===== src/rtl/burst_seq_pkg.sv =====
package burst_seq_pkg;

  typedef enum logic {
    ORD_WRAP = 1'b0,
    ORD_XOR  = 1'b1
  } burst_order_e;

  typedef struct packed {
    logic load;
    logic adv;
  } seq_evt_t;

endpackage


===== src/rtl/strobe_arbiter.sv =====
module strobe_arbiter
  import burst_seq_pkg::*;
(
  input  logic     proc_stb_n,
  input  logic     ctrl_stb_n,
  input  logic     proc_gate_n,
  input  logic     step_n,
  output seq_evt_t take
);

  logic proc_ok;
  logic ctrl_ok;

  assign proc_ok = ~proc_stb_n & ~proc_gate_n;
  assign ctrl_ok = ~ctrl_stb_n;

  always_comb begin
    take.load = proc_ok | ctrl_ok;
    take.adv  = ~(proc_ok | ctrl_ok) & ~step_n;
  end

endmodule


===== src/rtl/burst_step_ctr.sv =====
module burst_step_ctr
  import burst_seq_pkg::*;
#(
  parameter int BURST_BITS = 2
) (
  input  logic                  clk,
  input  logic                  rst_n,
  input  logic                  take_load,
  input  logic                  take_adv,
  input  logic [BURST_BITS-1:0] start_in,
  input  burst_order_e          order,
  output logic [BURST_BITS-1:0] low_out
);

  localparam int                  BB     = BURST_BITS;
  localparam logic [BB-1:0]       K_LAST = {BB{1'b1}};

  logic [BB-1:0] start_q;
  logic [BB-1:0] k_q;
  logic [BB-1:0] low_wrap;
  logic [BB-1:0] low_xor;

  function automatic logic [BB-1:0] wrap_pos(input logic [BB-1:0] s, input logic [BB-1:0] k);
    return BB'(s + k);
  endfunction

  always_ff @(posedge clk) begin
    if (!rst_n) begin
      start_q <= '0;
      k_q     <= '0;
    end else if (take_load) begin
      start_q <= start_in;
      k_q     <= '0;
    end else if (take_adv) begin
      k_q     <= BB'(k_q + 1'b1);
    end
  end

  assign low_wrap = wrap_pos(start_q, k_q);

  for (genvar b = 0; b < BB; b++) begin : g_xor_bit
    assign low_xor[b] = start_q[b] ^ k_q[b];
  end

  assign low_out = (order == ORD_XOR) ? low_xor : low_wrap;

  p_adv_count_r11: assert property (@(posedge clk) disable iff (!rst_n)
    take_adv |=> k_q == BB'($past(k_q) + 1'b1));

  p_wrap_r6: assert property (@(posedge clk) disable iff (!rst_n)
    (take_adv && k_q == K_LAST) |=> (k_q == '0 && low_out == start_q));

  p_restart_r10: assert property (@(posedge clk) disable iff (!rst_n)
    take_load |=> (k_q == '0 && start_q == $past(start_in)));

endmodule


===== src/rtl/upper_addr_hold.sv =====
module upper_addr_hold #(
  parameter int UP_W = 15
) (
  input  logic            clk,
  input  logic            rst_n,
  input  logic            take_load,
  input  logic [UP_W-1:0] up_in,
  output logic [UP_W-1:0] up_q
);

  always_ff @(posedge clk) begin
    if (!rst_n) up_q <= '0;
    else if (take_load) up_q <= up_in;
  end

endmodule


===== src/rtl/burst_addr_seq.sv =====
module burst_addr_seq
  import burst_seq_pkg::*;
#(
  parameter int ADDR_W     = 17,
  parameter int BURST_BITS = 2
) (
  input  logic              clk,
  input  logic              rst_n,
  input  logic              proc_stb_n,
  input  logic              ctrl_stb_n,
  input  logic              proc_gate_n,
  input  logic              step_n,
  input  logic              order_xor,
  input  logic [ADDR_W-1:0] ext_addr,
  output logic [ADDR_W-1:0] cur_addr,
  output logic              load_evt,
  output logic              adv_evt
);

  localparam int UP_W = ADDR_W - BURST_BITS;

  seq_evt_t              take;
  seq_evt_t              evt_q;
  logic [BURST_BITS-1:0] low_now;
  logic [UP_W-1:0]       up_now;
  burst_order_e          order;

  assign order = burst_order_e'(order_xor);

  strobe_arbiter u_arb (
    .proc_stb_n (proc_stb_n),
    .ctrl_stb_n (ctrl_stb_n),
    .proc_gate_n(proc_gate_n),
    .step_n     (step_n),
    .take       (take)
  );

  burst_step_ctr #(.BURST_BITS(BURST_BITS)) u_ctr (
    .clk      (clk),
    .rst_n    (rst_n),
    .take_load(take.load),
    .take_adv (take.adv),
    .start_in (ext_addr[BURST_BITS-1:0]),
    .order    (order),
    .low_out  (low_now)
  );

  upper_addr_hold #(.UP_W(UP_W)) u_up (
    .clk      (clk),
    .rst_n    (rst_n),
    .take_load(take.load),
    .up_in    (ext_addr[ADDR_W-1:BURST_BITS]),
    .up_q     (up_now)
  );

  always_ff @(posedge clk) begin
    if (!rst_n) evt_q <= '0;
    else        evt_q <= take;
  end

  assign cur_addr = {up_now, low_now};
  assign load_evt = evt_q.load;
  assign adv_evt  = evt_q.adv;

  p_load_r2: assert property (@(posedge clk) disable iff (!rst_n)
    !ctrl_stb_n |=> (cur_addr == $past(ext_addr) && load_evt));

  p_blocked_r3: assert property (@(posedge clk) disable iff (!rst_n)
    (proc_gate_n && ctrl_stb_n) |=> !load_evt);

  p_hold_r7: assert property (@(posedge clk) disable iff (!rst_n)
    (proc_gate_n && ctrl_stb_n && step_n) |=> ($stable(cur_addr) && !load_evt && !adv_evt));

  p_load_wins_r8: assert property (@(posedge clk) disable iff (!rst_n)
    (!ctrl_stb_n && !step_n) |=> (load_evt && !adv_evt));

  p_upper_stable_r9: assert property (@(posedge clk) disable iff (!rst_n)
    !load_evt |-> $stable(cur_addr[ADDR_W-1:BURST_BITS]));

  p_evt_excl_r11: assert property (@(posedge clk) disable iff (!rst_n)
    $onehot0({load_evt, adv_evt}));

endmodule


===== config.mk =====
export PLATFORM = sky130hd
export DESIGN_NAME = burst_addr_seq
export DESIGN_NICKNAME = d
export VERILOG_FILES = /design/src/rtl/burst_seq_pkg.sv /design/src/rtl/strobe_arbiter.sv /design/src/rtl/burst_step_ctr.sv /design/src/rtl/upper_addr_hold.sv /design/src/rtl/burst_addr_seq.sv
export SDC_FILE = /design/constraint.sdc
export NUM_CORES = 1
export LEC_CHECK = 0
export CORE_MARGIN = 5
export CORE_UTILIZATION = 33
export CTS_BUF_LIST = sky130_fd_sc_hd__clkbuf_4 sky130_fd_sc_hd__clkbuf_8
export DETAILED_ROUTE_END_ITERATION = 7
export PLACE_DENSITY = 0.79
export SETUP_SLACK_MARGIN = 0.1
export SYNTH_ARGS = -nofsm -noshare
export SYNTH_HDL_FRONTEND = slang
export SYNTH_SLANG_ARGS = --single-unit

===== constraint.sdc =====
create_clock -name clk -period 1 [get_ports clk]
set_input_delay 0.15 -clock clk [delete_from_list [all_inputs] [get_ports clk]]
set_output_delay 0.15 -clock clk [all_outputs]
set_load 0.02 [all_outputs]

==> flow_metrics.py <==
metrics = {
    "run_status": {
        "status": "finished, violations left",
        "failed_checks": "negative setup slack",
    },
    "routing": {
        "drtPass1Iterations": 4,
        "drtAntennaViolNets": 0,
        "vias": 630,
        "first_iter_violations": 8,
        "detail_route.drc_violations": 0,
        "wl_per_cell_um": 14.0,
        "via_per_inst": 4.60,
        "wirelength_mm": 1.92,
    },
    "clocking": {
        "cts_root_buf": "sky130_fd_sc_hd__clkbuf_4",
        "cts_inserted_buffers": 3,
        "htreeDepth": 1,
        "cts.clk_slew.worst_paths_ns": 0.10,
        "holdBufCountCts": 0,
        "tritoncts_num_sinks": 21,
        "clk-insertion-delay-late_ns": 0.29,
        "tritoncts_clock_tree": "built",
        "clock_path_buffers": 2,
    },
    "floorplanning": {
        "initial_core_util_pct": 35.2,
        "total_die_area_mm2": 0.00314,
        "rows": 16,
        "fp.dieH_um": 56.0,
        "pin_count": 43,
        "die_x_um": 56.0,
        "floorplan.core_area_mm2": 0.00198,
    },
    "yosys": {
        "synth_fp_nets": 81,
        "synth_warnings": 0,
        "syn_area_um2": 698,
        "synth_area_per_cell_um2": 12.5,
        "yosys.cell_types.count": 13,
        "postSynthCellCount": 56,
        "synth.ff_latch_count": 21,
        "seq_area_frac_synth_pct": 60.2,
    },
    "cells_and_area": {
        "nNetsFinal": 136,
        "final_cell_mix": "sky130_fd_sc_hd__buf_6 (21), sky130_fd_sc_hd__dfxtp_2 (19), sky130_fd_sc_hd__clkdlybuf4s50_1 (19)",
        "postLayoutCoreUtil_pct": 66.8,
        "area_growth_from_synthesis_to_layout_pct": 89.6,
        "num_antenna_cells": 0,
        "multi_input_comb_area_um2": 289,
        "finalInstanceArea_mm2": 0.00132,
        "num-fill-cells": 158,
        "layout-drive-gt1-share_pct": 57.3,
        "register_area_um2": 444,
        "layout_commonest_cell": "sky130_fd_sc_hd__buf_6",
        "final-instance-count-excl-fill": 137,
    },
    "min_path": {
        "hp-start": "rst_n",
        "hold_class": "primary input to register",
    },
    "timing": {
        "timing.final.crit_share_pct": 133,
        "setup_violations": 2,
        "finalHoldViolCount": 0,
        "timing_worst_slew_pin_value_ns": 0.254,
        "maxSlewHeadroom_pct": 82.9,
        "unrepaired_setup_endpoints_after_global_routing": "true",
        "report.final.slew_viol_count": 0,
        "timing.clock.skew_ns": 0.000140,
        "timing.fmax_mhz": 750,
        "finalWorstSetupSlack_ns": -0.333,
        "post-route-min-period_ns": 1.33,
    },
    "grt": {
        "grt.overflow.total": 0,
        "grt_pass1_wl_mm": 3.16,
        "first_global_vias": 704,
        "antenna_found_initial": 0,
        "grt_max_degree": 12,
        "globalRouteTotalUtil_pct": 12.7,
    },
    "critical_path": {
        "critical_path.endpoint_type": "output port",
        "cp_slowest_cell": "sky130_fd_sc_hd__dfxtp_2",
        "critical_path_class": "register to output port",
        "crit_start": "u_ctr.start_q[0]$_SDFFE_PN0P_",
        "cp-start-kind": "register",
        "critical_path.max_fanout": 2,
        "worst-endpoint-arrival_ns": 1.18,
        "cells_traversed_along_the_worst_timing_path": "ha_4, nor2b_4, xnor2_2, buf_4",
        "critical_path_required_ns": 0.85,
        "critical-path-max-stage-delay_ns": 0.35,
        "regToRegStartpoint": "u_ctr.k_q[0]$_SDFFE_PP0P_",
    },
    "place": {
        "dpl.cell_count": 129,
        "placedInstanceArea_mm2": 0.00118,
        "routabilityCongestion": 0.656,
        "total_of_buffers_placed_on_input_and_output_ports": 42,
    },
    "power": {
        "power.leakage_nw": 0.586,
        "powerDensity_mw_per_mm2": 1330,
        "p_total_mw": 1.76,
        "max-vdd-ir-drop_mv": 0.964,
    },
    "job": {
        "max_cap_viol_count": 0,
    },
}
sequential cells by signal, indices dropped and copies added, names as in the netlist:
register,count
u_up.up_q,15
u_ctr.k_q,2
u_ctr.start_q,2
adv_evt,1
load_evt,1
worst max-delay path: cells and delay by family (launching register included):
kind          cells  cell delay (ns)
xor+xnor          1             0.12
fa+ha+maj         1             0.15
buf+inv           1             0.16
flops             1             0.35
simple gates      1             0.12
report_power, final:
group / leakage (nW) / switching (mW) / internal (mW)
Sequential: 0.180 / 0.0360 / 0.898
Clock: 0.0184 / 0.233 / 0.182
Combinational: 0.388 / 0.161 / 0.252
Total: 0.586 / 0.431 / 1.33
per-stage QoR:
step | hold slack, ns | setup slack (ns) | setup TNS, ns
after CTS | 0.275 | -0.346 | -0.516
after floorplan | 0.222 | -0.0243 | -0.262
after global placement | 0.462 | -0.620 | -9.36
final | 0.291 | -0.333 | -0.486
after global routing | 0.284 | -0.396 | -0.597
after detailed placement | 0.470 | -0.620 | -9.80
path summary, 6_finish.rpt:
kind	end	slack (ns)	cells after the start
setup reg to reg	u_ctr.k_q[1]$_SDFFE_PP0P_	0.11	4
hold reg to reg	u_up.up_q[13]$_SDFFE_PN0P_	0.49	1
setup / recovery	cur_addr[1]	-0.33	4
hold / removal	adv_evt$_SDFF_PN0_	0.29	3
layer usage:
layer / share of wire, % / track usage, % / vias to the layer above
met5: 0 / 0 / -
met2: 54 / 24.2 / 23
met3: 6.6 / 4.18 / 2
met1: 38 / 12.8 / 293
li1: - / - / 312
met4: 0.62 / 4.07 / 0
what timing repair did:
| item | 4_1_cts | 5_1_grt |
|---|---|---|
| pin swaps | 5 | 8 |
| gates cloned | 2 | 0 |
| setup buffers | 1 | 1 |
| resized for setup | 147 | 8 |
| setup endpoints to repair | 39 | 33 |
cell families after synthesis:
| family | synth area share [%] |
|---|---|
| AO/OA/AOI/OAI | 22.4 |
| XOR/XNOR | 3.76 |
| adder cells (fa/ha/maj) | 1.79 |
| buffers and inverters | 5.02 |
| flip-flops | 60.2 |
| AND/OR/NAND/NOR | 6.81 |
synthesized netlist by cell type:
cell type	n	share of area [%]
sky130_fd_sc_hd__nor2b_1	4	3.6
sky130_fd_sc_hd__dfxtp_1	21	60
sky130_fd_sc_hd__nand2_1	1	0.54
sky130_fd_sc_hd__buf_2	1	0.72
sky130_fd_sc_hd__and2_1	1	0.90
sky130_fd_sc_hd__xnor2_1	3	3.8
sky130_fd_sc_hd__ha_1	1	1.8
sky130_fd_sc_hd__buf_4	1	1.1
sky130_fd_sc_hd__nor2_1	2	1.1
sky130_fd_sc_hd__a22o_1	17	21
sky130_fd_sc_hd__nor3_1	1	0.72
sky130_fd_sc_hd__buf_6	2	3.2
sky130_fd_sc_hd__o21a_1	1	1.1
layout make-up:
type                    count  share of cell area, %
multi-input cells          31                   21.8
well taps                  27                   2.55
clock buffers               4                   2.27
flip-flops and latches     21                   33.6
repair buffers             54                   39.8
Power figures use the tool's default switching activity.
